[config.mk]
export PLATFORM = sky130hd
export DESIGN_NAME = mbus_cycle_seq
export DESIGN_NICKNAME = d
export VERILOG_FILES = /design/src/rtl/mbus_pkg.sv /design/src/rtl/mbus_phase_fsm.sv /design/src/rtl/mbus_strobe_gen.sv /design/src/rtl/mbus_ad_path.sv /design/src/rtl/mbus_cycle_seq.sv
export SDC_FILE = /design/constraint.sdc
export NUM_CORES = 1
export LEC_CHECK = 0
export BUFFER_PORTS_ARGS = -buffer_cell sky130_fd_sc_hd__buf_2
export CORE_UTILIZATION = 40
export CTS_CLUSTER_DIAMETER = 60
export DETAILED_ROUTE_END_ITERATION = 8
export PLACE_DENSITY = 0.68
export SYNTH_ARGS = -nofsm -noshare
export SYNTH_HDL_FRONTEND = slang
export SYNTH_SLANG_ARGS = --single-unit
[constraint.sdc]
create_clock -name clk -period 1.7 [get_ports clk]
set_clock_uncertainty 0.15 [all_clocks]
set_input_delay 0.255 -clock clk [delete_from_list [all_inputs] [get_ports clk]]
set_output_delay 0.255 -clock clk [all_outputs]
set_load 0.1 [all_outputs]
[src/rtl/mbus_pkg.sv]
package mbus_pkg;

  typedef enum logic [1:0] {
    CK_INTERNAL = 2'd0,
    CK_FETCH    = 2'd1,
    CK_MEM      = 2'd2,
    CK_IO       = 2'd3
  } cyc_kind_e;

  typedef enum logic [2:0] {
    PH_IDLE = 3'd0,
    PH_ADDR = 3'd1,
    PH_ASTB = 3'd2,
    PH_TURN = 3'd3,
    PH_DSTB = 3'd4,
    PH_WAIT = 3'd5,
    PH_XTRA = 3'd6
  } phase_e;

  typedef struct packed {
    cyc_kind_e kind;
    logic      write;
    logic      stretch;
  } cyc_desc_t;

  function automatic logic is_xfer(cyc_desc_t d);
    return d.kind != CK_INTERNAL;
  endfunction

  function automatic logic is_read(cyc_desc_t d);
    return is_xfer(d) && !d.write;
  endfunction

  function automatic logic in_addr_phase(phase_e p);
    return (p == PH_ADDR) || (p == PH_ASTB);
  endfunction

endpackage

[src/rtl/mbus_phase_fsm.sv]
module mbus_phase_fsm
  import mbus_pkg::*;
(
  input  logic      clk,
  input  logic      rst,
  input  logic      start,
  input  logic [1:0] kind_in,
  input  logic      write_in,
  input  logic      stretch_in,
  input  logic      rdy_n,
  output phase_e    ph_q,
  output phase_e    ph_d,
  output cyc_desc_t desc_q,
  output cyc_desc_t desc_d,
  output logic      accept,
  output logic      capture,
  output logic      done_q
);

  logic      finish;
  cyc_kind_e k_in;

  assign k_in = cyc_kind_e'(kind_in);

  always_comb begin
    ph_d   = ph_q;
    desc_d = desc_q;
    accept = 1'b0;
    finish = 1'b0;
    unique case (ph_q)
      PH_IDLE: begin
        if (start) begin
          accept         = 1'b1;
          ph_d           = PH_ADDR;
          desc_d.kind    = k_in;
          desc_d.write   = write_in && (k_in == CK_MEM || k_in == CK_IO);
          desc_d.stretch = stretch_in && (k_in == CK_INTERNAL);
        end
      end
      PH_ADDR: ph_d = PH_ASTB;
      PH_ASTB: ph_d = PH_TURN;
      PH_TURN: ph_d = PH_DSTB;
      PH_DSTB: ph_d = PH_WAIT;
      PH_WAIT: begin
        if (!is_xfer(desc_q)) begin
          if (desc_q.stretch) ph_d = PH_XTRA;
          else                finish = 1'b1;
        end else if (!rdy_n) begin
          finish = 1'b1;
        end
      end
      PH_XTRA: finish = 1'b1;
      default: ph_d = PH_IDLE;
    endcase
    if (finish) ph_d = PH_IDLE;
  end

  assign capture = finish && is_read(desc_q);

  always_ff @(posedge clk) begin
    if (rst) begin
      ph_q   <= PH_IDLE;
      desc_q <= '{kind: CK_INTERNAL, write: 1'b0, stretch: 1'b0};
      done_q <= 1'b0;
    end else begin
      ph_q   <= ph_d;
      desc_q <= desc_d;
      done_q <= finish;
    end
  end

endmodule

[src/rtl/mbus_strobe_gen.sv]
module mbus_strobe_gen
  import mbus_pkg::*;
(
  input  logic      clk,
  input  logic      rst,
  input  phase_e    ph_d,
  input  cyc_desc_t desc_d,
  output logic      sync_n,
  output logic      as_o,
  output logic      ds_n,
  output logic      dd_n,
  output logic      rd_wn,
  output logic      in_opn,
  output logic      m_ion
);

  logic xfer, rd, active;
  logic sync_n_d, as_d, ds_n_d, dd_n_d, rd_wn_d, in_opn_d, m_ion_d;

  assign xfer   = is_xfer(desc_d);
  assign rd     = is_read(desc_d);
  assign active = (ph_d != PH_IDLE);

  always_comb begin
    sync_n_d = !((ph_d == PH_IDLE) || in_addr_phase(ph_d));
    as_d     = xfer && (ph_d == PH_ASTB);
    ds_n_d   = !(xfer && (ph_d == PH_DSTB || ph_d == PH_WAIT));
    dd_n_d   = !(rd && (ph_d == PH_WAIT));
    rd_wn_d  = 1'b1;
    in_opn_d = 1'b0;
    m_ion_d  = 1'b1;
    if (active) begin
      rd_wn_d  = !desc_d.write;
      in_opn_d = (desc_d.kind == CK_FETCH);
      m_ion_d  = (desc_d.kind != CK_IO);
    end
  end

  always_ff @(posedge clk) begin
    if (rst) begin
      sync_n <= 1'b0;
      as_o   <= 1'b0;
      ds_n   <= 1'b1;
      dd_n   <= 1'b1;
      rd_wn  <= 1'b1;
      in_opn <= 1'b0;
      m_ion  <= 1'b1;
    end else begin
      sync_n <= sync_n_d;
      as_o   <= as_d;
      ds_n   <= ds_n_d;
      dd_n   <= dd_n_d;
      rd_wn  <= rd_wn_d;
      in_opn <= in_opn_d;
      m_ion  <= m_ion_d;
    end
  end

endmodule

[src/rtl/mbus_ad_path.sv]
module mbus_ad_path
  import mbus_pkg::*;
#(
  parameter int W = 16
) (
  input  logic         clk,
  input  logic         rst,
  input  logic         accept,
  input  logic         capture,
  input  phase_e       ph_d,
  input  cyc_desc_t    desc_d,
  input  logic [W-1:0] addr_in,
  input  logic [W-1:0] dout_in,
  input  logic [W-1:0] ad_in,
  output logic [W-1:0] ad_out,
  output logic         ad_oe,
  output logic [W-1:0] din_q
);

  logic [W-1:0] addr_q, dout_q, addr_src, dout_src, ad_d;
  logic         oe_d, addr_ph, data_ph;

  assign addr_src = accept ? addr_in : addr_q;
  assign dout_src = accept ? dout_in : dout_q;
  assign addr_ph  = in_addr_phase(ph_d);
  assign data_ph  = (ph_d == PH_TURN) || (ph_d == PH_DSTB) || (ph_d == PH_WAIT);

  always_comb begin
    oe_d = is_xfer(desc_d) && (addr_ph || (desc_d.write && data_ph));
    ad_d = addr_ph ? addr_src : dout_src;
  end

  always_ff @(posedge clk) begin
    if (rst) begin
      addr_q <= '0;
      dout_q <= '0;
      ad_out <= '0;
      ad_oe  <= 1'b0;
      din_q  <= '0;
    end else begin
      if (accept) begin
        addr_q <= addr_in;
        dout_q <= dout_in;
      end
      ad_out <= ad_d;
      ad_oe  <= oe_d;
      if (capture) din_q <= ad_in;
    end
  end

endmodule

[src/rtl/mbus_cycle_seq.sv]
module mbus_cycle_seq
  import mbus_pkg::*;
#(
  parameter int W = 16
) (
  input  logic         clk,
  input  logic         rst,
  input  logic         start,
  input  logic [1:0]   cyc_kind,
  input  logic         wr,
  input  logic         int_long,
  input  logic [W-1:0] addr_reg,
  input  logic [W-1:0] dout_reg,
  input  logic         rdy_n,
  input  logic [W-1:0] ad_in,
  output logic [W-1:0] ad_out,
  output logic         ad_oe,
  output logic         sync_n,
  output logic         as_o,
  output logic         ds_n,
  output logic         dd_n,
  output logic         rd_wn,
  output logic         in_opn,
  output logic         m_ion,
  output logic [W-1:0] din_reg,
  output logic         busy,
  output logic         cyc_done
);

  phase_e    ph_q, ph_d;
  cyc_desc_t desc_q, desc_d;
  logic      accept, capture;
  logic      cur_internal;

  mbus_phase_fsm u_fsm (
    .clk(clk), .rst(rst), .start(start), .kind_in(cyc_kind),
    .write_in(wr), .stretch_in(int_long), .rdy_n(rdy_n),
    .ph_q(ph_q), .ph_d(ph_d), .desc_q(desc_q), .desc_d(desc_d),
    .accept(accept), .capture(capture), .done_q(cyc_done)
  );

  mbus_strobe_gen u_stb (
    .clk(clk), .rst(rst), .ph_d(ph_d), .desc_d(desc_d),
    .sync_n(sync_n), .as_o(as_o), .ds_n(ds_n), .dd_n(dd_n),
    .rd_wn(rd_wn), .in_opn(in_opn), .m_ion(m_ion)
  );

  mbus_ad_path #(.W(W)) u_ad (
    .clk(clk), .rst(rst), .accept(accept), .capture(capture),
    .ph_d(ph_d), .desc_d(desc_d), .addr_in(addr_reg), .dout_in(dout_reg),
    .ad_in(ad_in), .ad_out(ad_out), .ad_oe(ad_oe), .din_q(din_reg)
  );

  assign busy         = (ph_q != PH_IDLE);
  assign cur_internal = (desc_q.kind == CK_INTERNAL);

endmodule

==> impl_metrics.csv, run 1 <==
group,metric,value,unit
power,finalPower,4560,uW
cells_and_area,seq_area,0.00161,mm^2
worst_hold_path,hold_path_depth,3,
route,vias,2873,
synth,synth.net_count,392,
place,gp_congestion,0.876,
timing,finalSetupViolations,48,
die,num_rows,31,
synth,postSynthCellCount,336,
cells_and_area,final_common_cell,"buf_2",
worst_setup_path,crit_buf_inv,2,
route,drcViolationCount,0,
worst_setup_path,cp.required,1290,ps
die,num_io_pins,98,
worst_setup_path,critPathMaxStageDelay,380,ps
power,p_leak,0.00211,uW
clock_network,cts_tree,"built",
place,hpwl,4.80,mm
timing,rsz0062_at_grt,"yes",
timing,final.period_utilization,105,%
global_routing,antenna_found_initial,0,
synth,async_reset_ff_share,0,%
die,start_util,41.9,%
clock_network,htree_levels,3,
global_routing,overflow,0,
cells_and_area,finalCoreUtilization,62.5,%
synth,syn_area,0.00309,mm^2
timing,finalHoldViolCount,0,
cells_and_area,fill_cells,635,
synth,ys_ff_latch,80,
worst_setup_path,worstPathCellList,"buf_6, or3_4, buf_12",
worst_setup_path,reg2reg_depth,5,
timing,maxSlewViolCount,0,
cells_and_area,final_cell_mix,"96 x buf_2, 77 x dfxtp_1, 66 x nand2_1",
worst_setup_path,crit_cells,3,
cells_and_area,layout-drive-gt1-share,36.1,%
place,io_buffer_count,97,
timing,fin_ws,-77.5,ps
power,p_per_area,989,mW/mm^2
route,vias_per_cell,4.85,
worst_setup_path,criticalPathCategory,"reg2out",
synth,synth-edff-count,0,
status,status,"finished with violations",
global_routing,grt_pass1_vias,2767,
clock_network,path_clk_slew,80,ps
worst_setup_path,critPathLaunchType,"flop",
timing,fmax,563,MHz
cells_and_area,nNetsFinal,544,
worst_setup_path,crit_family,"simple AND/OR/NAND/NOR gates",
cells_and_area,num_antenna_cells,0,
clock_network,cts_inserted_buffers,9,
synth,synthFlopType,"dfxtp_1",
die,dieWidth,89.8,um
cells_and_area,multi_input_area,0.00146,mm^2
job,cap_violations,0,
power,ir_worst_vdd,0.408,mV
synth,synth_cell_types,36,
route,antenna_left,0,
global_routing,grtUsageTotal,20.1,%
worst_setup_path,crit_path_end_kind,"output pin",
synth,synth_warnings,0,
worst_hold_path,min_path_type,"in2reg",
worst_setup_path,slowest_stage,"or3_4",
status,violations,"setup timing",
place,dpl.cell_count,528,
timing,worst_pin_slew,512,ps
cells_and_area,area_growth,49.3,%
worst_setup_path,arrival,1370,ps
route,wl_per_cell,13.2,um
die,die_area,0.00807,mm^2
route,initialDrtViolationCount,115,
route,dr.pass1.iters,4,
global_routing,grt_max_degree,38,
cells_and_area,final_cells,592,
die,die_h,89.8,um
timing,relSlewSlack,66.1,%
clock_network,cts_sinks,80,
global_routing,grt_pass1_wl,12.9,mm
timing,fin_crit,1780,ps
route,wl,7.81,mm
clock_network,root_buffer,"clkbuf_8",
worst_setup_path,crit_fanout,2,
synth,syn_avg_cell_area,9.18,um^2
clock_network,cts_buffer_depth,2,
clock_network,clock_latency,350,ps
synth,yosysSeqAreaShare,51.9,%
die,core_area,0.00737,mm^2
-- tightest hold or removal path: cells and delay by family --
family          cells  cell delay (ps)
compound gates      1               50
buf+inv             1              100
simple gates        1               50
-- flip-flops by register name (all words and copies together) (netlist names), 3 cells and up --
register      cells
u_ad.ad_out      16
u_ad.addr_q      16
u_ad.din_q       16
u_ad.dout_q      16
u_fsm.desc_q      4
u_fsm.ph_q        3
-- synth_stat cells (2+ instances only) --
cell type	number	area share, %
dfxtp_1	80	52
nand2_1	70	8.5
a21oi_1	39	6.3
nor2_1	39	4.7
mux2i_1	34	11
a211oi_1	18	4.4
clkbuf_1	12	1.5
buf_2	8	1.3
buf_6	3	1.1
inv_1	2	0.24
nand3_1	2	0.32
nand3b_1	2	0.49
nor2b_1	2	0.41
nor4b_1	2	0.57
o21ai_0	2	0.32
-- path summary, 6_finish.rpt --
| check | start | to | slack (ps) |
|---|---|---|---|
| min | addr_reg[1] | u_ad.addr_q[1] | 10 |
| min reg2reg | u_fsm.desc_q[0] | u_fsm.desc_q[0] | 310 |
| max reg2reg | u_fsm.ph_q[1] | u_ad.ad_out[7] | -60 |
| max | u_fsm.ph_q[1] | busy | -80 |
-- timing repair --
item,4_1_cts,5_1_grt
endpoints found under the setup margin,2,65
hold buffers,43,0
pin swaps,2,4
resized for setup,9,28
gates cloned,0,1
endpoints found under the hold margin,43,0
setup buffers,4,0
-- metal layers --
layer	GRT usage, %	vias up	part of all wire [%]
li1	-	1444	-
met1	22.5	1340	43
met2	36.5	77	51
met3	4.82	12	4.4
met4	7.51	0	1.7
met5	0	-	0
-- metrics by stage --
step	hold slack, ps	worst slack, ps	setup TNS (ps)	area [um^2]
after CTS	0.160	-90.6	-312	4490
final	11.0	-77.5	-1560	4610
after global placement	291	26.5	0	3810
after detailed placement	299	15.8	0	3810
after global routing	12.8	-116	-3320	4610
after floorplan	193	-5.61	-5.61	3100
-- cell families (layout without fill, tap and decap cells) --
| group | after synthesis | count (layout) | synth area share (%) |
|---|---|---|---|
| buf+inv | 26 | 183 | 4.74 |
| compound gates | 65 | 65 | 13.2 |
| flops | 80 | 80 | 51.9 |
| mux | 35 | 35 | 11.4 |
| simple gates | 130 | 130 | 18.7 |
-- layout make-up --
class / count / share of cell area (%)
well taps: 99 / 2.69
clock buffers: 11 / 3.07
multi-input cells: 230 / 31.7
repair buffers: 165 / 26.6
clock inverters: 5 / 0.842
inverters: 2 / 0.163
flip-flops and latches: 80 / 34.9
-- power breakdown --
part           switching [uW]  total, uW  internal, uW  leakage [uW]
registers                52.4       2040          1990      0.000655
logic                     782       1230           444       0.00136
clock network             707       1290           581     0.0000903
(Power assumes the default switching activity.)
==> inputs of run 2 (changes only) <==
--- a/config.mk
+++ b/config.mk
@@ -5,6 +5,7 @@
 export SDC_FILE = /design/constraint.sdc
 export NUM_CORES = 1
 export LEC_CHECK = 0
+export ABC_AREA = 1
 export BUFFER_PORTS_ARGS = -buffer_cell sky130_fd_sc_hd__buf_2
 export CORE_UTILIZATION = 40
 export CTS_CLUSTER_DIAMETER = 60
==> impl_metrics.csv, run 2 <==
group,metric,value,unit
worst_setup_path,slowest_stage,"dfxtp_2",
place,placed_cell_area,0.00371,mm^2
cells_and_area,final_cell_mix,"96 x buf_2, 92 x nand2_1, 78 x dfxtp_1",
die,die_h,89.9,um
timing,fin_crit,1590,ps
worst_setup_path,worstPathCellList,"nor2_4, nand2_8, nor2_8, inv_6, buf_12, o21ai_0, a21oi_1",
clock_network,cts_sinks,80,
synth,syn_avg_cell_area,8.13,um^2
worst_setup_path,critPathLaunchType,"flop",
synth,syn_area,0.00309,mm^2
job,cap_violations,0,
timing,maxSlewViolCount,0,
place,pre_cts_slack,-12.7,ps
synth,synth_area_leaders,"dfxtp_1 52%, nand2_1 11%, a21oi_1 8.4%, nand3_1 5.7%, o21ai_0 3.2%",
worst_setup_path,arrival,1690,ps
clock_network,cts_setup_buffers,0,
power,p_per_area,1490,mW/mm^2
power,p_leak,0.00186,uW
timing,relSlewSlack,67.1,%
clock_network,clock_latency,360,ps
global_routing,antenna_found_initial,0,
cells_and_area,nNetsFinal,534,
route,vias,2805,
synth,ys_ff_latch,80,
die,num_rows,31,
clock_network,htree_levels,3,
place,io_buffer_count,97,
status,status,"finished clean",
worst_hold_path,min_path_type,"in2reg",
worst_setup_path,crit_family,"simple AND/OR/NAND/NOR gates",
global_routing,grt_max_degree,57,
clock_network,cts_inserted_buffers,9,
synth,synth_cell_types,28,
synth,synth_warnings,0,
timing,fin_setup_tns,0,ps
timing,fmax,627,MHz
route,initialDrtViolationCount,117,
route,drcViolationCount,0,
synth,synthFlopType,"dfxtp_1",
clock_network,path_clk_slew,90,ps
worst_setup_path,crit_buf_inv,2,
die,die_area,0.00807,mm^2
worst_setup_path,crit_fanout,26,
worst_setup_path,cp.required,1800,ps
timing,finalHoldViolCount,0,
global_routing,grt_pass1_vias,2612,
worst_setup_path,criticalPathCategory,"reg2reg",
synth,async_reset_ff_share,0,%
clock_network,cts_tree,"built",
synth,synth_top_area_share,51.9,%
power,ir_worst_vdd,0.757,mV
clock_network,root_buffer,"clkbuf_8",
cells_and_area,final_common_cell,"buf_2",
global_routing,grtUsageTotal,18.0,%
synth,synth_most_common_cell,"nand2_1",
synth,synth.net_count,436,
place,hpwl,4.77,mm
synth,synth-edff-count,0,
synth,postSynthCellCount,380,
route,wl,7.05,mm
worst_setup_path,critPathMaxStageDelay,360,ps
route,dr.pass1.iters,4,
global_routing,grt_pass1_wl,11.8,mm
die,core_area,0.00737,mm^2
clock_network,cts_buffer_depth,2,
route,wl_per_cell,12.1,um
synth,synth_commonest_cells,"93 x nand2_1, 80 x dfxtp_1, 52 x a21oi_1, 35 x nand3_1, 26 x nor2_1",
cells_and_area,fill_cells,724,
cells_and_area,area_growth,27.5,%
synth,synth.largest_area_cell,"dfxtp_1",
timing,final.period_utilization,93.7,%
route,vias_per_cell,4.82,
route,antenna_left,0,
synth,yosysSeqAreaShare,51.9,%
timing,worst_pin_slew,497,ps
timing,fin_ws,106,ps
place,gp_congestion,0.780,
cells_and_area,layout-drive-gt1-share,34.2,%
timing,finalSetupViolations,0,
clock_network,hold_buffers,0,
die,start_util,41.9,%
worst_setup_path,crit_path_end_kind,"flop",
cells_and_area,num_antenna_cells,0,
cells_and_area,final_area,0.00394,mm^2
die,num_io_pins,98,
global_routing,overflow,0,
power,finalPower,5860,uW
die,dieWidth,89.9,um
-- run 2: cell count changes after synthesis, sizes merged, moves of 14 or more --
cell,change
inv,+15
nand3,+42
or2,+14
o21ai,+21
nand2,+27
a211oi,-18
mux2i,-34
-- run 2: cells by family (layout without fill, tap and decap cells) --
family	Yosys count	in the layout	synth area share (%)
flip-flops	80	80	51.9
AO/OA/AOI/OAI	76	76	12.6
AND/OR/NAND/NOR	188	188	29.6
buffers and inverters	36	139	5.96
-- run 2: timing repair --
item	in CTS	in global routing
endpoints found under the setup margin	16	46
gates resized for setup	1	18
pin swaps	0	0
-- run 2: cell type report --
cell class              instances  area (um^2)  area share [%]
multi-input cells             264         1330            33.8
repair buffers                105          602            15.3
clock inverters                 7         77.6            1.97
flip-flops and latches         80         1600            40.7
clock buffers                   9          124            3.15
inverters                      18         75.1            1.91
well taps                      99          124            3.15
-- run 2: worst paths after layout --
path | startpoint | endpoint | slack (ps) | cells past startpoint
max | u_fsm.ph_q[0] | u_ad.ad_out[11] | 110 | 7
min | addr_reg[10] | u_ad.addr_q[10] | 4 | 3
max reg2reg | u_fsm.ph_q[0] | u_ad.ad_out[11] | 110 | 7
min reg2reg | u_ad.din_q[1] | u_ad.din_q[1] | 310 | 2
-- run 2: worst min-delay path, cell delays in order --
cell,delay (ps)
buf_2,80
o21ai_1,70
nor2_1,70
-- run 2: stage by stage --
| stage | hold WS (ps) | instances | util, % |
|---|---|---|---|
| floorplan | 259 | 380 | - |
| global placement | 298 | 566 | 50.3 |
| detailed placement | 304 | 566 | 50.3 |
| CTS | 3.49 | 582 | 53.1 |
| global route | 2.93 | 582 | 53.4 |
| finish | 4.45 | 582 | 53.4 |
-- run 2: per-layer routing --
metal / share of wire, % / vias to the layer above / GRT usage [%]
met5: 0 / - / 0
met4: 0.70 / 0 / 5.24
met3: 5.5 / 7 / 5.08
met2: 49 / 77 / 30.2
met1: 45 / 1280 / 22.7
li1: - / 1441 / -
-- run 2: power breakdown --
group	total (uW)	leakage (uW)	internal, uW	switching [uW]
clock network	1420	0.000101	694	730
registers	2200	0.000656	2120	76.2
logic	2240	0.00110	563	1680
total	5860	0.00186	3380	2490
==> inputs of run 3 (changes only) <==
--- a/config.mk
+++ b/config.mk
@@ -10,7 +10,7 @@
 export CORE_UTILIZATION = 40
 export CTS_CLUSTER_DIAMETER = 60
 export DETAILED_ROUTE_END_ITERATION = 8
-export PLACE_DENSITY = 0.68
+export PLACE_DENSITY = 0.65
 export SYNTH_ARGS = -nofsm -noshare
 export SYNTH_HDL_FRONTEND = slang
 export SYNTH_SLANG_ARGS = --single-unit
==> constraint.sdc (replaced) <==
create_clock -name clk -period 1.55 [get_ports clk]
set_clock_uncertainty 0.15 [all_clocks]
set_input_delay 0.2325 -clock clk [delete_from_list [all_inputs] [get_ports clk]]
set_output_delay 0.2325 -clock clk [all_outputs]
set_load 0.1 [all_outputs]
==> impl_metrics.csv, run 3 (same netlist as run 2, synthesis figures left out) <==
group,metric,value,unit
status,status,"finished with violations",
status,violations,"setup timing",
worst_setup_path,crit_path_end_kind,"output pin",
cells_and_area,area_growth,52.0,%
worst_setup_path,crit_fanout,3,
route,antenna_left,0,
timing,fin_crit,1630,ps
worst_setup_path,critPathMaxStageDelay,370,ps
timing,relSlewSlack,66.7,%
die,start_util,41.9,%
worst_setup_path,worstPathCellList,"nor2_4, nand2_8, buf_6, buf_12",
worst_setup_path,arrival,1250,ps
power,switchingPower,2860,uW
global_routing,overflow,0,
power,p_per_area,1490,mW/mm^2
die,die_h,89.9,um
timing,fmax,612,MHz
clock_network,cts_buffer_depth,2,
worst_setup_path,cp.required,1170,ps
power,p_sw_share,41.0,%
clock_network,clock_latency,340,ps
timing,final.period_utilization,105,%
timing,maxSlewViolCount,0,
worst_hold_path,hold_path_depth,3,
global_routing,grt_pass1_vias,2745,
cells_and_area,final_common_cell,"buf_2",
power,p_leak,0.00213,uW
cells_and_area,layout-drive-gt1-share,42.5,%
timing,finalHoldViolCount,0,
global_routing,grt_pass1_wl,12.6,mm
place,hpwl,5.03,mm
timing,finalSetupViolations,5,
cells_and_area,final_area,0.00469,mm^2
clock_network,cts_tree,"built",
power,power_frac_comb,42.7,%
worst_setup_path,criticalPathCategory,"reg2out",
worst_setup_path,crit_family,"flip-flops",
route,vias,2961,
power,p_int,4120,uW
cells_and_area,nNetsFinal,582,
die,die_area,0.00807,mm^2
clock_network,htree_levels,3,
worst_setup_path,crit_buf_inv,2,
cells_and_area,num_antenna_cells,0,
clock_network,root_buffer,"clkbuf_8",
die,num_rows,31,
worst_setup_path,r2r_slack,-30,ps
worst_setup_path,reg2reg_depth,9,
power,pwr-share-seq,34.6,%
die,num_io_pins,98,
die,core_area,0.00737,mm^2
place,io_buffer_count,97,
timing,rsz0062_at_grt,"yes",
place,gp_congestion,0.836,
worst_setup_path,slowest_stage,"dfxtp_4",
route,wl_per_cell,12.7,um
global_routing,grtUsageTotal,19.2,%
die,dieWidth,89.9,um
timing,worst_hold_slack,11.4,ps
worst_setup_path,r2r_start,"u_fsm.ph_q[0]",
worst_hold_path,holdPathEnd,"u_fsm.desc_q[0]",
clock_network,cts_sinks,80,
timing,worst_pin_slew,503,ps
clock_network,path_clk_slew,80,ps
timing,fin_ws,-84.0,ps
job,cap_violations,0,
power,ir_worst_vdd,0.891,mV
clock_network,cts_inserted_buffers,9,
place,placed_cell_area,0.00383,mm^2
worst_hold_path,min_path_type,"in2reg",
power,finalPower,6980,uW
worst_setup_path,r2r_end,"u_stb.in_opn",
cells_and_area,finalCoreUtilization,63.7,%
route,initialDrtViolationCount,73,
route,vias_per_cell,4.71,
worst_hold_path,min_from,"int_long",
cells_and_area,final_cell_mix,"94 x buf_2, 77 x nand2_1, 75 x dfxtp_1",
worst_setup_path,critPathLaunchType,"flop",
global_routing,antenna_found_initial,0,
route,drcViolationCount,0,
power,clockPowerShare,22.7,%
route,dr.pass1.iters,4,
global_routing,grt_max_degree,31,
route,wl,8.00,mm
run 3: worst max-delay path by stage:
stage,startpoint,endpoint,slack (ps),cells past startpoint
2_1_floorplan,u_fsm.ph_q[1],u_ad.ad_out[12],-60,10
3_3_place_gp,u_fsm.desc_q[3],u_ad.din_q[2],-100,5
3_5_place_dp,u_fsm.desc_q[3],u_ad.din_q[0],-190,5
4_1_cts,u_fsm.ph_q[0],busy,-100,4
5_1_grt,u_fsm.ph_q[0],busy,-130,4
6_report,u_fsm.ph_q[0],busy,-80,4
run 3: power by group through the flow:
stage	logic (uW)	registers, uW	clock network, uW
after CTS	2720	2410	1630
after detailed placement	2610	2460	0
after floorplan	1150	3380	0
final	2980	2420	1580
after global placement	2590	2450	0
after global routing	3170	2440	1720
run 3: timing repair:
action	CTS	global route
setup endpoints to repair	42	49
resized for setup	10	49
hold buffers	31	1
buffers inserted	2	7
endpoints found under the hold margin	31	1
gates cloned	0	2
pin swaps	3	6
run 3: worst register-to-register path, cell delays in order, from the launching register on:
cell	delay, ps
dfxtp_4	370
nor2_4	170
nand2_8	80
nor2_8	170
inv_8	90
nand2_2	70
nand2_2	90
buf_4	150
nor2_1	80
and2_1	110
run 3: cell type report:
class	count	area, um^2
Fill cell	631	2680
Clock buffer	13	169
Clock inverter	2	37.5
Timing Repair Buffer	152	1100
Multi-Input combinational cell	265	1570
Tap cell	99	124
Sequential cell	80	1620
Inverter	18	82.6
run 3: stage by stage:
step	setup WS [ps]	setup TNS, ps	instances
floorplan	-62.5	-1370	380
global placement	-97.0	-1530	571
detailed placement	-189	-3040	571
CTS	-95.3	-156	619
global route	-125	-1530	629
finish	-84.0	-157	629
run 3: layer usage:
layer  share of wire (%)  track usage [%]  wire length, um  up-vias
li1                    -                -                -     1539
met1                  45             24.1             3610     1328
met2                  49             32.1             3950       85
met3                 4.5             5.25              360        9
met4                0.94             5.91               75        0
met5                   0                0                0        -
